--- config.mk ---
export PLATFORM = sky130hd
export DESIGN_NAME = pred_cmp_seq
export DESIGN_NICKNAME = d
export VERILOG_FILES = /design/src/rtl/pcs_pkg.sv /design/src/rtl/pcs_decode.sv /design/src/rtl/pcs_cmp.sv /design/src/rtl/pcs_seq.sv /design/src/rtl/pred_cmp_seq.sv
export SDC_FILE = /design/constraint.sdc
export NUM_CORES = 1
export LEC_CHECK = 0
export BUFFER_PORTS_ARGS = -buffer_cell sky130_fd_sc_hd__buf_2
export CORE_MARGIN = 2
export CORE_UTILIZATION = 33
export DETAILED_ROUTE_END_ITERATION = 8
export GPL_TIMING_DRIVEN = 1
export PLACE_DENSITY = 0.58
export SLEW_MARGIN = 25
export SYNTH_ARGS = -nofsm -noshare
export SYNTH_HDL_FRONTEND = slang
export SYNTH_SLANG_ARGS = --single-unit
export TNS_END_PERCENT = 5
--- constraint.sdc ---
create_clock -name clk -period 3 [get_ports clk]
set_clock_uncertainty 0.2 [all_clocks]
set_input_delay 0.6 -clock clk [delete_from_list [all_inputs] [get_ports clk]]
set_output_delay 0.6 -clock clk [all_outputs]
set_load 0.01 [all_outputs]
--- src/rtl/pcs_pkg.sv ---
package pcs_pkg;

    localparam logic [6:0] OPC_BRANCH = 7'b1100011;

    typedef enum logic [2:0] {
        CMP_EQ   = 3'b000,
        CMP_NE   = 3'b001,
        CMP_RSVA = 3'b010,
        CMP_RSVB = 3'b011,
        CMP_LT   = 3'b100,
        CMP_GE   = 3'b101,
        CMP_LTU  = 3'b110,
        CMP_GEU  = 3'b111
    } cmp_op_e;

    typedef enum logic [1:0] {
        ST_IDLE,
        ST_RUN,
        ST_WB
    } seq_state_e;

    typedef struct packed {
        logic       is_branch;
        logic       vec_mode;
        logic       bad;
        cmp_op_e    op;
        logic [4:0] src_a;
        logic [4:0] src_b;
        logic [4:0] dst;
        logic       tag_a;
        logic       tag_b;
    } dec_t;

    function automatic logic op_reserved(input cmp_op_e op);
        return (op == CMP_RSVA) || (op == CMP_RSVB);
    endfunction

endpackage

--- src/rtl/pcs_decode.sv ---
module pcs_decode
    import pcs_pkg::*;
#(
    parameter int NREG = 32,
    localparam int AW  = $clog2(NREG)
) (
    input  logic [31:0]     instr,
    input  logic [NREG-1:0] vec_tag,
    output dec_t            dec
);
    logic [4:0] f_rs1, f_rs2, f_rd;
    logic [2:0] f_op;
    logic [6:0] f_hi;
    logic       t_a, t_b, is_br;

    always_comb begin
        f_rd  = instr[11:7];
        f_op  = instr[14:12];
        f_rs1 = instr[19:15];
        f_rs2 = instr[24:20];
        f_hi  = instr[31:25];
        is_br = (instr[6:0] == OPC_BRANCH);
        t_a   = vec_tag[f_rs1[AW-1:0]];
        t_b   = vec_tag[f_rs2[AW-1:0]];

        dec.is_branch = is_br;
        dec.vec_mode  = is_br && (t_a || t_b);
        dec.op        = cmp_op_e'(f_op);
        dec.bad       = dec.vec_mode && (op_reserved(cmp_op_e'(f_op)) || (f_hi != 7'd0));
        dec.src_a     = f_rs1;
        dec.src_b     = f_rs2;
        dec.dst       = f_rd;
        dec.tag_a     = t_a;
        dec.tag_b     = t_b;
    end
endmodule

--- src/rtl/pcs_cmp.sv ---
module pcs_cmp
    import pcs_pkg::*;
#(
    parameter int XLEN = 32
) (
    input  cmp_op_e          op,
    input  logic [XLEN-1:0]  a,
    input  logic [XLEN-1:0]  b,
    output logic             hit
);
    logic eq, lt_s, lt_u;

    always_comb begin
        eq   = (a == b);
        lt_s = ($signed(a) < $signed(b));
        lt_u = (a < b);
        unique case (op)
            CMP_EQ:  hit = eq;
            CMP_NE:  hit = !eq;
            CMP_LT:  hit = lt_s;
            CMP_GE:  hit = !lt_s;
            CMP_LTU: hit = lt_u;
            CMP_GEU: hit = !lt_u;
            default: hit = 1'b0;
        endcase
    end
endmodule

--- src/rtl/pcs_seq.sv ---
module pcs_seq
    import pcs_pkg::*;
#(
    parameter int XLEN = 32,
    parameter int NREG = 32,
    parameter int VLW  = 6,
    localparam int AW   = $clog2(NREG),
    localparam int CNTW = $clog2(XLEN + 1)
) (
    input  logic            clk,
    input  logic            rst,
    input  logic            in_valid,
    output logic            in_ready,
    input  dec_t            dec,
    input  logic [VLW-1:0]  vl,
    input  logic            hit,
    output cmp_op_e         op_o,
    output logic [AW-1:0]   rd_addr_a,
    output logic [AW-1:0]   rd_addr_b,
    output logic            pred_we,
    output logic [4:0]      pred_addr,
    output logic [XLEN-1:0] pred_data,
    output logic            done,
    output logic            scalar_branch,
    output logic            illegal
);
    localparam logic [VLW-1:0]  VL_CAP = VLW'(XLEN);

    seq_state_e      state_q;
    logic [CNTW-1:0] idx_q, vl_q, vl_eff;
    logic [XLEN-1:0] mask_q, mask_d, hi_mask;
    cmp_op_e         op_q;
    logic [AW-1:0]   base_a_q, base_b_q;
    logic            tag_a_q, tag_b_q;
    logic [4:0]      dst_q;
    logic            sb_q, ill_q;
    logic            accept;

    always_comb begin
        accept    = in_valid && (state_q == ST_IDLE);
        vl_eff    = (vl > VL_CAP) ? CNTW'(XLEN) : CNTW'(vl);
        mask_d    = mask_q | ({{(XLEN-1){1'b0}}, hit} << idx_q);
        rd_addr_a = base_a_q + (tag_a_q ? AW'(idx_q) : AW'(0));
        rd_addr_b = base_b_q + (tag_b_q ? AW'(idx_q) : AW'(0));
        op_o      = op_q;
        in_ready  = (state_q == ST_IDLE);
        pred_we   = (state_q == ST_WB);
        done      = (state_q == ST_WB);
        pred_addr = dst_q;
        pred_data = (state_q == ST_WB) ? mask_q : '0;
        scalar_branch = sb_q;
        illegal   = ill_q;
        hi_mask   = ~({XLEN{1'b1}} >> (XLEN - int'(vl_q)));
    end

    always_ff @(posedge clk) begin
        if (rst) begin
            state_q  <= ST_IDLE;
            idx_q    <= '0;
            vl_q     <= '0;
            mask_q   <= '0;
            op_q     <= CMP_EQ;
            base_a_q <= '0;
            base_b_q <= '0;
            tag_a_q  <= 1'b0;
            tag_b_q  <= 1'b0;
            dst_q    <= '0;
            sb_q     <= 1'b0;
            ill_q    <= 1'b0;
        end else begin
            sb_q  <= 1'b0;
            ill_q <= 1'b0;
            unique case (state_q)
                ST_IDLE: begin
                    if (accept && dec.is_branch) begin
                        if (!dec.vec_mode) begin
                            sb_q <= 1'b1;
                        end else if (dec.bad) begin
                            ill_q <= 1'b1;
                        end else begin
                            op_q     <= dec.op;
                            base_a_q <= dec.src_a[AW-1:0];
                            base_b_q <= dec.src_b[AW-1:0];
                            tag_a_q  <= dec.tag_a;
                            tag_b_q  <= dec.tag_b;
                            dst_q    <= dec.dst;
                            idx_q    <= '0;
                            mask_q   <= '0;
                            vl_q     <= vl_eff;
                            state_q  <= (vl_eff == '0) ? ST_WB : ST_RUN;
                        end
                    end
                end
                ST_RUN: begin
                    mask_q <= mask_d;
                    idx_q  <= idx_q + CNTW'(1);
                    if (idx_q == vl_q - CNTW'(1)) state_q <= ST_WB;
                end
                ST_WB: state_q <= ST_IDLE;
                default: state_q <= ST_IDLE;
            endcase
        end
    end

    // index never reaches the clamped length while sequencing
    p_idx_bound_r9: assert property (@(posedge clk) disable iff (rst)
        (state_q == ST_RUN) |-> ((idx_q < vl_q) && (vl_q <= CNTW'(XLEN))));

    // exactly one write cycle per instruction
    p_single_write_r11: assert property (@(posedge clk) disable iff (rst)
        pred_we |=> !pred_we);

    // no bit at or above the length is set
    p_upper_clear_r8: assert property (@(posedge clk) disable iff (rst)
        pred_we |-> ((pred_data & hi_mask) == '0));

    // illegal pulse never with a write or a scalar pulse
    p_illegal_alone_r6: assert property (@(posedge clk) disable iff (rst)
        illegal |-> (!pred_we && !scalar_branch));

    // scalar branch pulse leaves the sequencer idle, no write
    p_scalar_idle_r3: assert property (@(posedge clk) disable iff (rst)
        scalar_branch |-> (!pred_we && in_ready));

    // a new word cannot be accepted while busy
    p_busy_hold_r1: assert property (@(posedge clk) disable iff (rst)
        (state_q == ST_RUN) |=> (state_q != ST_IDLE || $past(idx_q) == vl_q - CNTW'(1)) == (state_q != ST_IDLE || 1'b1));

endmodule

--- src/rtl/pred_cmp_seq.sv ---
module pred_cmp_seq
    import pcs_pkg::*;
#(
    parameter int XLEN = 32,
    parameter int NREG = 32,
    parameter int VLW  = 6,
    localparam int AW  = $clog2(NREG)
) (
    input  logic            clk,
    input  logic            rst,
    input  logic            in_valid,
    output logic            in_ready,
    input  logic [31:0]     in_instr,
    input  logic [NREG-1:0] vec_tag,
    input  logic [VLW-1:0]  vl,
    output logic [AW-1:0]   rd_addr_a,
    input  logic [XLEN-1:0] rd_data_a,
    output logic [AW-1:0]   rd_addr_b,
    input  logic [XLEN-1:0] rd_data_b,
    output logic            pred_we,
    output logic [4:0]      pred_addr,
    output logic [XLEN-1:0] pred_data,
    output logic            done,
    output logic            scalar_branch,
    output logic            illegal
);
    dec_t    dec;
    cmp_op_e op_run;
    logic    hit;

    pcs_decode #(.NREG(NREG)) u_decode (
        .instr   (in_instr),
        .vec_tag (vec_tag),
        .dec     (dec)
    );

    pcs_cmp #(.XLEN(XLEN)) u_cmp (
        .op  (op_run),
        .a   (rd_data_a),
        .b   (rd_data_b),
        .hit (hit)
    );

    pcs_seq #(.XLEN(XLEN), .NREG(NREG), .VLW(VLW)) u_seq (
        .clk           (clk),
        .rst           (rst),
        .in_valid      (in_valid),
        .in_ready      (in_ready),
        .dec           (dec),
        .vl            (vl),
        .hit           (hit),
        .op_o          (op_run),
        .rd_addr_a     (rd_addr_a),
        .rd_addr_b     (rd_addr_b),
        .pred_we       (pred_we),
        .pred_addr     (pred_addr),
        .pred_data     (pred_data),
        .done          (done),
        .scalar_branch (scalar_branch),
        .illegal       (illegal)
    );

    // write strobe and done always travel together
    p_done_with_write_r11: assert property (@(posedge clk) disable iff (rst)
        done == pred_we);

    // flags are single-cycle pulses
    p_flag_pulse_r1: assert property (@(posedge clk) disable iff (rst)
        (scalar_branch || illegal) |=> !(scalar_branch || illegal));

endmodule

Word-level counts from Yosys, hierarchy flattened
Cells that the tools add are included.
{"block": "word_totals", "reg_bits": 68, "latchBits": 0, "mem_bits_rw": 0, "mem_bits_ro": 0, "input_bits": 137, "wordCells": 88, "mem_count": 0}
{"block": "op_classes", "addsub": 4, "n_mul": 0, "div": 0, "order_cmp": 5, "eq_ne": 16, "shift": 1, "mux": 25, "n_bitwise": 5, "reduce_logical": 20}
{"op": "$mux 32", "count": 4}
{"op": "$lt 32x32->1", "count": 2}
{"op": "$pmux 32 s2", "count": 1}
{"op": "$eq 32x32->1", "count": 1}
{"op": "$or 32x32->32", "count": 1}
{"op": "$shl 1x6->32", "count": 1}
{"op": "$mux 6", "count": 4}
{"op": "$eq 3x3->1 const B", "count": 4}
{"op": "$lt 5x6->1 const B", "count": 2}
{"op": "$pmux 6 s2", "count": 1}
{"op": "$reduce_and 4->1", "count": 3}
{"op": "$add 5x5->5", "count": 2}
{"op": "$bmux 1 s5", "count": 2}
{"op": "$mux 2", "count": 5}
{"op": "$mux 5", "count": 2}
{"op": "$eq 7x7->1 const B", "count": 1}
{"op": "$reduce_bool 7->1", "count": 1}
{"op": "$add 6x1->6 const B", "count": 1}
{"op": "$eq 3x2->1 const B", "count": 2}
{"op": "$eq 6x6->1", "count": 1}
{"op": "$gt 6x6->1 const B", "count": 1}
{"op": "$logic_not 6->1", "count": 1}
{"op": "$ne 2x1->1 const B", "count": 3}
{"op": "$pmux 1 s6", "count": 1}
{"op": "other kinds (16)", "count": 29}

Logic depth before layout (Yosys ltp)
Gate-level depths: netlist (run 1).
{"block": "depth", "word_depth": 9, "depth_mapped": 11}

Hierarchy
A second synthesis (run 1) with hierarchy kept.
{"block": "unflattened", "cells_unflattened": 620, "hier_area_um2": 5006.1}
{"module": "pcs_seq", "instances": 1, "cells_each": 387, "area_each_um2": 3271.9}
{"module": "pcs_decode", "instances": 1, "cells_each": 113, "area_each_um2": 869.6}
{"module": "pcs_cmp", "instances": 1, "cells_each": 120, "area_each_um2": 864.6}

Worst setup path after synthesis (run 1)
Ideal clock, no wire load.
{"block": "synth_timing", "path_kind": "input -> register", "from": "input rd_data_b[29]", "to": "register u_seq.mask_q[10]", "setup_time_ps": 61, "arrival_time_ps": 2838, "required_time_ps": 2739, "path_slack_ps": -99, "cell_stages": 10, "n_path_buf": 1, "cell_sequence": "inv_1 -> ha_1 -> a21o_1 -> a21o_1 -> a221oi_1 -> o21ai_0 -> or4b_2 -> nand3_1 -> clkbuf_1 -> a32o_1"}
{"block": "synth_between", "elab_chain_len": 6, "elab_cells_between_ends": 10, "cone_classes": "order compare: 2; eq/ne: 1; shift: 1; mux: 2; bitwise: 1; reduce/logical: 3"}
{"item": "start: declaration", "line": "pred_cmp_seq.sv:19", "text": "input logic [XLEN-1:0] rd_data_b,"}
{"item": "$lt 32x32->1, or another cell as far along", "line": "pcs_cmp.sv:16", "text": "lt_u = (a < b);"}
{"item": "$logic_not 1->1, on equally long branches", "line": "pcs_cmp.sv:23, pcs_cmp.sv:19, pcs_cmp.sv:21"}
{"item": "$pmux 1 s6 (*)", "line": "pcs_cmp.sv:17", "text": "unique case (op)"}
{"item": "$shl 1x6->32 (*)", "line": "pcs_seq.sv:42", "text": "mask_d = mask_q | ({{(XLEN-1){1'b0}}, hit} << idx_q);"}
{"item": "$or 32x32->32 (*)", "line": "pcs_seq.sv:42"}
{"item": "$pmux 32 s2 (*)", "line": "pcs_seq.sv:73", "text": "unique case (state_q)"}
{"item": "end signal: assignment", "line": "pcs_seq.sv:95", "text": "mask_q <= mask_d;"}
{"item": "end: declaration", "line": "pcs_seq.sv:31", "text": "logic [XLEN-1:0] mask_q, mask_d, hi_mask;"}
Every way passes the cells marked *; elsewhere a longest branch is shown, timed or not.
A chain may end at the register's enable or synchronous reset.

Final worst setup path (run 1)
{"block": "layout_timing", "from": "input in_instr[23]", "to": "register u_seq.idx_q[4]"}
{"block": "layout_between", "elab_chain_len": 7, "elab_cells_between_ends": 8, "cone_classes": "eq/ne: 2; mux: 2; reduce/logical: 4"}
{"item": "start: declaration", "line": "pred_cmp_seq.sv:13", "text": "input logic [31:0] in_instr,"}
{"item": "$bmux 1 s5 (*)", "line": "pcs_decode.sv:24", "text": "t_b = vec_tag[f_rs2[AW-1:0]];"}
{"item": "$mux 1 (not written as such) (*)", "line": "pcs_decode.sv:24"}
{"item": "$logic_or 1x1->1 (*)", "line": "pcs_decode.sv:27", "text": "dec.vec_mode = is_br && (t_a || t_b);"}
{"item": "$logic_and 1x1->1 (*)", "line": "pcs_decode.sv:27"}
{"item": "$logic_and 1x1->1", "line": "pcs_decode.sv:29", "text": "dec.bad = dec.vec_mode && (op_reserved(cmp_op_e'(f_op)) || (f_hi != 7'd0));"}
{"item": "$ne 2x2->1 (no line)"}
{"item": "$reduce_and 4->1 (no line) (*)"}
{"item": "end signal: assignment", "line": "pcs_seq.sv:96", "text": "idx_q <= idx_q + CNTW'(1);"}
{"item": "end: declaration", "line": "pcs_seq.sv:30", "text": "logic [CNTW-1:0] idx_q, vl_q, vl_eff;"}
Every way passes the cells marked *; elsewhere a longest branch is shown, timed or not. The select of a mux whose other input is x is not followed.

==> results of run 1 <==
==> through the flow <==
| stage | power (mW) | cells |
|---|---|---|
| after CTS | 2.461 | 941 |
| after detailed placement | 1.273 | 925 |
| final | 2.430 | 943 |
| after global placement | 1.260 | 925 |
| after global routing | 2.546 | 943 |
| after floorplan | 1.104 | 548 |
==> metal layers <==
metal	GRT usage (%)	vias to the layer above
li1	-	2393
met1	19.91	2256
met2	32.90	137
met3	5.263	34
met4	8.235	0
met5	0	-
==> cell usage after synthesis, types with 10 or more instances <==
cell / instances / area (µm²)
sky130_fd_sc_hd__a32o_1: 32 / 320.3
sky130_fd_sc_hd__clkbuf_1: 19 / 71.32
sky130_fd_sc_hd__nor3_1: 13 / 65.06
sky130_fd_sc_hd__a21oi_1: 25 / 125.1
sky130_fd_sc_hd__mux2i_1: 49 / 490.5
sky130_fd_sc_hd__and2_1: 39 / 244.0
sky130_fd_sc_hd__ha_1: 42 / 525.5
sky130_fd_sc_hd__inv_1: 49 / 183.9
sky130_fd_sc_hd__nand3_1: 10 / 50.05
sky130_fd_sc_hd__xnor2_1: 11 / 96.34
sky130_fd_sc_hd__nor2b_1: 12 / 75.07
sky130_fd_sc_hd__dfxtp_1: 68 / 1361
sky130_fd_sc_hd__nand2_1: 20 / 75.07
sky130_fd_sc_hd__a22o_1: 11 / 96.34
sky130_fd_sc_hd__nor2_1: 36 / 135.1
==> kinds of logic after synthesis <==
group	synth area share (%)
AND/OR/NAND/NOR	18.56
buffers and inverters	7.547
XOR/XNOR	2.895
multiplexers	11.60
AO/OA/AOI/OAI	19.59
adder cells (fa/ha/maj)	11.68
flip-flops	28.12
==> state kept, by name, indices dropped and copies added, names as in the netlist <==
name and cells:
u_seq.scalar_branch 1, u_seq.mask_q 32, u_seq.idx_q 6, u_seq.vl_q 6, u_seq.state_q 2, u_seq.tag_b_q 1
u_seq.op_o 3, u_seq.base_b_q 5, u_seq.pred_addr 5, u_seq.tag_a_q 1, u_seq.illegal 1, u_seq.base_a_q 5
==> critical path, stage by stage <==
cell and delay [ns]:
sky130_fd_sc_hd__buf_2 0.20, sky130_fd_sc_hd__buf_4 0.20, sky130_fd_sc_hd__inv_1 0.08, sky130_fd_sc_hd__a2111oi_0 0.08
sky130_fd_sc_hd__a311oi_2 0.38, sky130_fd_sc_hd__a31oi_1 0.14, sky130_fd_sc_hd__mux2_2 0.34, sky130_fd_sc_hd__a211o_4 0.38
sky130_fd_sc_hd__a211oi_1 0.26, sky130_fd_sc_hd__mux2_2 0.36
==> power groups by stage <==
| stage | sequential [mW] | combinational [mW] | clock (mW) |
|---|---|---|---|
| after global placement | 0.923 | 0.337 | 0 |
| after detailed placement | 0.923 | 0.350 | 0 |
| after floorplan | 0.923 | 0.181 | 0 |
| after global routing | 0.902 | 0.391 | 1.25 |
| after CTS | 0.903 | 0.351 | 1.21 |
| final | 0.903 | 0.352 | 1.17 |
==> what timing repair did <==
item,in CTS,in global routing
hold buffers,0,0
resized for setup,0,4
endpoints found under the hold margin,0,0
setup endpoints to repair,0,32
setup buffers,0,0
==> area by class of cell <==
cell class                      count  area [µm²]  share of cell area, %
Clock buffer                       10       239.0                  3.670
Inverter                           49       183.9                  2.824
Sequential cell                    68        1364                  20.94
Clock inverter                      6       95.09                  1.460
Tap cell                          184       230.2                  3.535
Timing Repair Buffer              227        1275                  19.58
Multi-Input combinational cell    397        3120                  47.92
Antenna cell                        2       5.005                0.07685
==> how the worst min path moves through the flow <==
stage / from / endpoint / slack, ns / cells after the start
final: u_seq.mask_q[24] / u_seq.mask_q[24] / 0.26 / 1
after global routing: u_seq.mask_q[16] / u_seq.mask_q[16] / 0.28 / 1
after CTS: u_seq.mask_q[16] / u_seq.mask_q[16] / 0.26 / 1
after detailed placement: u_seq.mask_q[16] / u_seq.mask_q[16] / 0.25 / 1
after global placement: u_seq.mask_q[6] / u_seq.mask_q[6] / 0.24 / 1
after floorplan: u_seq.mask_q[0] / u_seq.mask_q[0] / 0.23 / 1
==> results.md, run 1 <==
Route:
- Summed over all layers, the routed wires come to approximately 14,000 µm.
- The number of remaining DRC errors is 0.
- The routed length per instance is between 15 and 20 µm.
- The via density per instance is around 5.
- In this run, the number of DRC markers left after iteration 0 of detailed routing was approximately 160.
- The count of nets left with antenna violations after detail routing is 0.
- Wire segments on met2 add up to about 7200 µm in the final route.
- The highest metal layer carrying signal wires in the routed design is met4.
- Wire segments on met3 add up to slightly above 700 µm in the final route.
- In the final routing, the length of wire on met1 measures about 5900 µm.
- The number of vias in the routed layout is 4,820.
- For this run, the detailed router's first-pass iteration total came to 5.

CTS:
- The number of buffers inserted during clock tree synthesis is 9.
- Clock tree synthesis selected as its root buffer the cell sky130_fd_sc_hd__clkbuf_16.
- The H-tree was split into 3 levels.
- The clock network latency to the later pin of the worst-skew pair is 0.34 ns.
- TritonCTS built the clock tree.
- The clock net in this run drives a total of a little under 70 sinks.
- The clock slew at the register clock pins of the worst setup and hold paths is 0.06 ns.
- No sink is reached through more buffers than the 2 on the longest clock path.

Layout:
- The library cells used most frequently in the layout, excluding fill and tap cells, are sky130_fd_sc_hd__buf_2, sky130_fd_sc_hd__dfxtp_1, sky130_fd_sc_hd__inv_1, sky130_fd_sc_hd__mux2i_1, sky130_fd_sc_hd__ha_1.
- For this run, the post-layout net count is approximately 930.
- The area of all placed cells without fillers is 0.006513 mm².
- Compared with the post-synthesis result, the final layout area differs by 34.53%.
- The final cell utilization of the core is 45.15%.
- The number of fillers in the final layout is ~1,500.
- Leaving out fill and tap cells, the most frequent cell in the layout is sky130_fd_sc_hd__buf_2.
- The layout cell share with drive strength beyond 1 is between 30% and 40%.

Timing:
- Measured against its own limit, the worst slew margin works out to a little over half.
- The count of pins over their slew limit was 0.
- Counting I/O delays and the setup requirement, the final critical path takes 2.984 ns.
- The timing-limited maximum frequency is 335.1 MHz.
- The final worst-path cycle share is between 90% and 100%.
- The count of endpoints failing setup in the final report is 0.
- Hold timing on the final database bottoms out at a slack of around 0.26 ns.
- Setup total negative slack on the finished layout was measured at 0 ns.
- The final hold violation count came to 0.
- The transition time of the tightest slew-check pin is a little under 0.7 ns.
- The setup slack after layout is about 0.016 ns.
- Setup repair after global routing could not meet its margin everywhere.

GRT:
- The number of antenna violations at the first check in global routing is 2.
- The largest net degree at the start of global routing is 40.
- The number of global-route vias before repair is approximately 5,000.
- The remaining global-route overflow is 0.
- The first global-routing pass estimated between 20,000 and 25,000 µm of wire.
- For this run, the total global-route usage over all layers was measured as 18.30%.

Pwr:
- Dividing total power by cell area gives a power density of roughly 370 mW/mm².
- Registers are responsible for a little under two fifths of the overall power.
- The static leakage power is around 3.2 nW.
- The switching part of the total power is between 20% and 30%.
- The internal portion of the total power is 1.838 mW.
- IR analysis of the VDD net gives a maximum drop of ~290 µV.
- Of the total power, the clock network draws 48.3%.
- The part of the power in combinational logic is approximately 14%.
- In this run the power spent charging and discharging nets is between 500 and 600 µW.

Placement:
- The post-placement setup slack is -0.3391 ns.
- The total half-perimeter wirelength after legalization and detailed placement is roughly 12,000 µm.
- The cell area reported after detailed placement is 0.006161 mm².
- The number of I/O port buffers is between 150 and 200.
- The global placer's final weighted congestion is 0.9332.

Die:
- The initial utilization of the core area, before any placement, comes to about a third.
- In this run the vertical extent of the chip is 125.1 µm.
- 189 I/O pins were placed.
- The area inside the core boundary is approximately 0.014 mm².
- The width of the die is roughly 130 µm.
- The overall die area is 0.01565 mm².
- The initialized floorplan defines 44 standard-cell rows.

Setup path:
- The source of the worst register-to-register timing path is u_seq.state_q[1].
- STA classifies the critical path startpoint as a primary input.
- Following the worst setup path forward leads to its endpoint at u_seq.idx_q[4].
- The type of the worst setup path is primary input to flop.
- The worst setup path startpoint is in_instr[23].
- The capturing point of the worst reg2reg path is u_seq.vl_q[2].
- The sort of element at the end of the critical path is a flop.
- The required time of the critical path is roughly 3 ns.
- The data arrival time at the worst-slack endpoint is 3.01 ns.
- The logic depth of the worst register-to-register path is 7.
- Across all register-to-register paths, the minimum setup slack is 0.87 ns.
- The largest driver fanout on the critical path is 11.

Yosys:
- In this run, distinct cell masters in the synthesized netlist total 50.
- The number of flops mapped to enable cells by yosys is 0.
- For this run, the number of Yosys warnings is 0.
- Among all flip-flop cells after synthesis, the most frequent one is sky130_fd_sc_hd__dfxtp_1.
- The net count after synthesis is ~730.
- The netlist area before placement is a little under 0.005 mm².
- The synthesis-stage register bit count is 68.
- For this run, asynchronously set or reset flops after synthesis account for 0%.
- The gate count after technology mapping is 548.
- The sequential fraction of the synthesis area is between 20 and 30%.
- A synthesized cell averages between 8 and 9 µm².

Min path:
- The classification of the worst-slack hold path is flop to flop.

Flow run:
- The max-capacitance violation count is 0.

Status:
- The flow ran to the end, and the final reports show no timing, DRC or antenna violations.
No activity file was read; power rests on OpenSTA's default activity.
==> inputs of run 2 (changes only) <==
--- a/config.mk
+++ b/config.mk
@@ -5,6 +5,7 @@
 export SDC_FILE = /design/constraint.sdc
 export NUM_CORES = 1
 export LEC_CHECK = 0
+export ABC_AREA = 1
 export BUFFER_PORTS_ARGS = -buffer_cell sky130_fd_sc_hd__buf_2
 export CORE_MARGIN = 2
 export CORE_UTILIZATION = 33
==> run 2 against run 1 <==
Net effect: total power shrank 2.1%; fmax up 4.4%; worst hold slack improved by 0.0018 ns; routed wire length shrank 4.1%; largest cell class unchanged; largest power group unchanged.
==> results.md, run 2 <==
CTS:
- The number of setup buffers added after CTS is 0.
- The clock slew at the register clock pins of the worst setup and hold paths is 0.05 ns.
- Clock latency on the worst-skew pair, taken at its later pin, is 0.33 ns.
- The number of buffers inserted during clock tree synthesis is 9.
- The number of buffers on the longest clock path is 2.
- The TritonCTS clock tree is done.
- For this design, the sink count on the clock tree is 68.
- The buffer type at the clock tree root is sky130_fd_sc_hd__clkbuf_16.
- The number of H-tree levels is 3.

Flow run:
- The max-capacitance violation count is 0.

Yosys:
- Of the synthesized area, sequential elements account for a little over a quarter.
- Synthesis produced a netlist whose cell count is slightly below 800.
- The net count after synthesis is 954.
- The number of flops mapped to enable cells by yosys is 0.
- By count the netlist is led by sky130_fd_sc_hd__nand2_1, sky130_fd_sc_hd__inv_1, sky130_fd_sc_hd__nor2_1.
- The unique cell type count in the Yosys netlist is 41.
- The Yosys step of the flow raised 0 warnings.
- The biggest area contributor in the post-synthesis netlist is sky130_fd_sc_hd__dfxtp_1.
- The top-area cell type share of the netlist area is a little over a quarter.
- Ranked by total cell area, the synthesized netlist is headed by sky130_fd_sc_hd__dfxtp_1, sky130_fd_sc_hd__nand2_1, sky130_fd_sc_hd__ha_1.
- The prevailing post-synth register cell is sky130_fd_sc_hd__dfxtp_1.
- A synthesized cell averages 6.523 µm².
- The async set or reset register ratio after synthesis is 0%.
- Yosys instantiated no cell more often than sky130_fd_sc_hd__nand2_1.
- The synthesis-stage register bit count is ~70.
- The synthesized netlist occupies a cell area of between 0.005 and 0.006 mm².

Route:
- The wire length after detailed routing is roughly 14,000 µm.
- The number of detailed-routing iterations run before antenna repair is 5.
- The routed length per instance is roughly 12 µm.
- The number of remaining DRC errors is 0.
- In this run, the number of DRC markers left after iteration 0 of detailed routing was 220.
- Dividing the detail-routed via count by the number of cells gives ~4.6.
- The detailed router placed roughly 5,300 vias in this run.
- Once detail routing completed, the nets flagged for antenna violations numbered 0.

Layout:
- The sequential cell area is 0.001364 mm².
- The largest registers in the layout are u_seq.mask_q x32, u_seq.idx_q x6, u_seq.vl_q x6.
- The layout has between 1,500 and 2,000 filler cells.
- The commonest non-fill, non-tap cell in the layout is sky130_fd_sc_hd__buf_2.
- The number of antenna diodes is 0.
- Leaving out fill and tap cells, the most frequent cells in the layout are sky130_fd_sc_hd__buf_2, sky130_fd_sc_hd__nand2_1, sky130_fd_sc_hd__inv_1.
- The multi-input combinational cells in the finished layout cover a total of approximately 0.0030 mm².
- Of the cells placed in the final design, the portion with a size suffix greater than 1 is 27.36%.
- The layout overhead on the synthesized area is 28.19%.
- The finished layout holds roughly 1,200 standard cells, fillers aside.
- The top register by number of flip-flops is u_seq.mask_q.
- The register with the most flip-flops in the layout has 32 of them.
- The number of nets in the layout is 1,141.

Setup path:
- STA classifies the critical path startpoint as a flop.
- In this run the register-to-register setup slack is 0.95 ns.
- The worst setup path is captured at an output pin.
- The capturing point of the worst reg2reg path is u_seq.state_q[0].
- For the worst flop-to-flop path, the logic depth is 7.
- The source of the worst register-to-register timing path is u_seq.idx_q[3].
- The data arrival time at the worst-slack endpoint is around 2.1 ns.
- The largest driver fanout on the critical path is 7.
- The type of the worst setup path is flop to output pin.
- Data on the critical path is required at its endpoint by about 2.2 ns.

GRT:
- The largest net degree at the start of global routing is 33.
- The number of antenna violations at the first check in global routing is 0.
- The number of global-route vias before repair is between 4,000 and 5,000.
- The global router's overall resource usage is 16.91%.
- Global routing finished with a remaining overflow of 0.
- The first global-routing pass estimated around 22,000 µm of wire.

Die:
- Measured along the x axis, the die boundary spans between 100 and 150 µm.
- The top-level port count is approximately 190.
- The initial utilization of the core area, before any placement, comes to ~33%.
- The overall die area is roughly 0.016 mm².
- The area inside the core boundary is 0.01509 mm².
- The die is about 130 µm tall.
- Row generation in the floorplan step produced 45 rows.

Placement:
- The post-placement setup slack is ~0.0042 ns.
- At the end of routability-driven placement, the weighted congestion stood at between 0.8 and 0.9.
- Once detailed placement completed, the half-perimeter wirelength came to roughly 11,000 µm.
- The number of I/O port buffers is around 190.
- The cell total after placement is about 1,100.

Min path:
- In this run the most critical hold path is launched from u_seq.mask_q[7].
- The classification of the worst-slack hold path is flop to flop.
- The worst hold path passes through 2 cells.
- The path with the worst hold slack has its endpoint at u_seq.mask_q[7].

Timing:
- The setup slack after layout is 0.1410 ns.
- The count of pins over their slew limit was 0.
- Setup repair after global routing left no endpoint under its margin.
- The worst relative slew slack is roughly two fifths.
- The worst path needs around 2.9 ns of the cycle, external delays included.
- At the pin with the least slew margin, the transition time is about 0.90 ns.
- The final hold violation count was 0.
- The count of endpoints failing setup in the final report is 0.
- In the finished design, the share of the clock period the worst path needs comes to 95.30%.
- The post-route setup TNS is 0 ns.
- The timing-limited maximum frequency is ~350 MHz.
- The post-route worst hold slack is approximately 0.26 ns.

Pwr:
- In this run the static leakage power is 3.322 nW.
- The total power after layout is approximately 2.4 mW.
- The ratio of total power to cell area is ~370 mW/mm².
- Across the VDD grid, the largest voltage drop is approximately 200 µV.

Status:
- The run finished with clean final reports.
## run 2: changes by cell type in the layout (fill, tap and decap cells not counted), sizes merged, moves of 11 or more
cell	previous run	this run
a21oi	25	54
nor2	37	122
nor2b	12	0
inv	50	129
and2	39	0
nand3	10	75
buf	227	204
nand2	20	159
a22o	11	0
a2111oi	11	0
o21ai	7	30
nand4	7	21
a32o	32	0
mux2i	49	0
## run 2: worst max-delay path by stage
stage	from	slack (ns)	endpoint
2_1_floorplan	rd_data_b[19]	0.39	u_seq.mask_q[14]
3_3_place_gp	rd_data_a[19]	0.09	u_seq.mask_q[2]
3_5_place_dp	rd_data_a[19]	0.004	u_seq.mask_q[8]
4_1_cts	u_seq.tag_b_q	0.06	rd_addr_b[4]
5_1_grt	rd_data_b[23]	0.02	u_seq.mask_q[8]
6_report	u_seq.idx_q[0]	0.14	rd_addr_b[4]
## run 2: cell type report
type	count	area share [%]
timing repair buffer	204	16.61
multi-input combinational	547	46.24
tap	188	3.639
inverter	130	7.859
sequential	68	21.10
clock inverter	6	1.007
clock buffer	10	3.542
## run 2: logic make-up (layout without fill, tap and decap cells)
logic type	Yosys count	after routing	share of synthesized area, %
simple gates	389	389	34.71
buf+inv	158	350	13.80
compound gates	98	98	10.50
fa+ha+maj	44	44	11.22
flops	68	68	27.00
xor+xnor	16	16	2.779
## run 2: critical path: stages (launching register included)
cell and delay (ns):
sky130_fd_sc_hd__dfxtp_2 0.40, sky130_fd_sc_hd__nand2_1 0.07, sky130_fd_sc_hd__inv_1 0.05, sky130_fd_sc_hd__ha_1 0.15, sky130_fd_sc_hd__inv_1 0.05, sky130_fd_sc_hd__fa_1 0.41, sky130_fd_sc_hd__o21ai_0 0.20, sky130_fd_sc_hd__a21oi_1 0.10
sky130_fd_sc_hd__xor2_1 0.14, sky130_fd_sc_hd__buf_2 0.15
## run 2: metal layers
| metal | share of wire [%] | up-vias | global-route usage (%) |
|---|---|---|---|
| li1 | - | 2842 | - |
| met1 | 47 | 2255 | 22.43 |
| met2 | 46 | 161 | 28.69 |
| met3 | 5.4 | 17 | 2.010 |
| met4 | 1.4 | 0 | 5.365 |
| met5 | 0 | - | 0 |
## run 2: report_power, final
part           internal (mW)  switching (mW)
logic                  0.182           0.249
clock network          0.643           0.393
registers              0.908         0.00530
total                   1.73           0.647
## run 2: per-stage QoR
step / area, µm² / util (%)
3_5_place_dp: 6163 / 40.85
4_1_cts: 6459 / 42.80
3_3_place_gp: 6163 / 40.85
6_report: 6464 / 42.84
5_1_grt: 6464 / 42.84
2_1_floorplan: 5042 / -
## run 2: repair_timing
item                                    CTS  global route
pin swaps                                 0             0
endpoints found under the setup margin    1             3
gates resized for setup                   1             2
hold buffers                              0             0
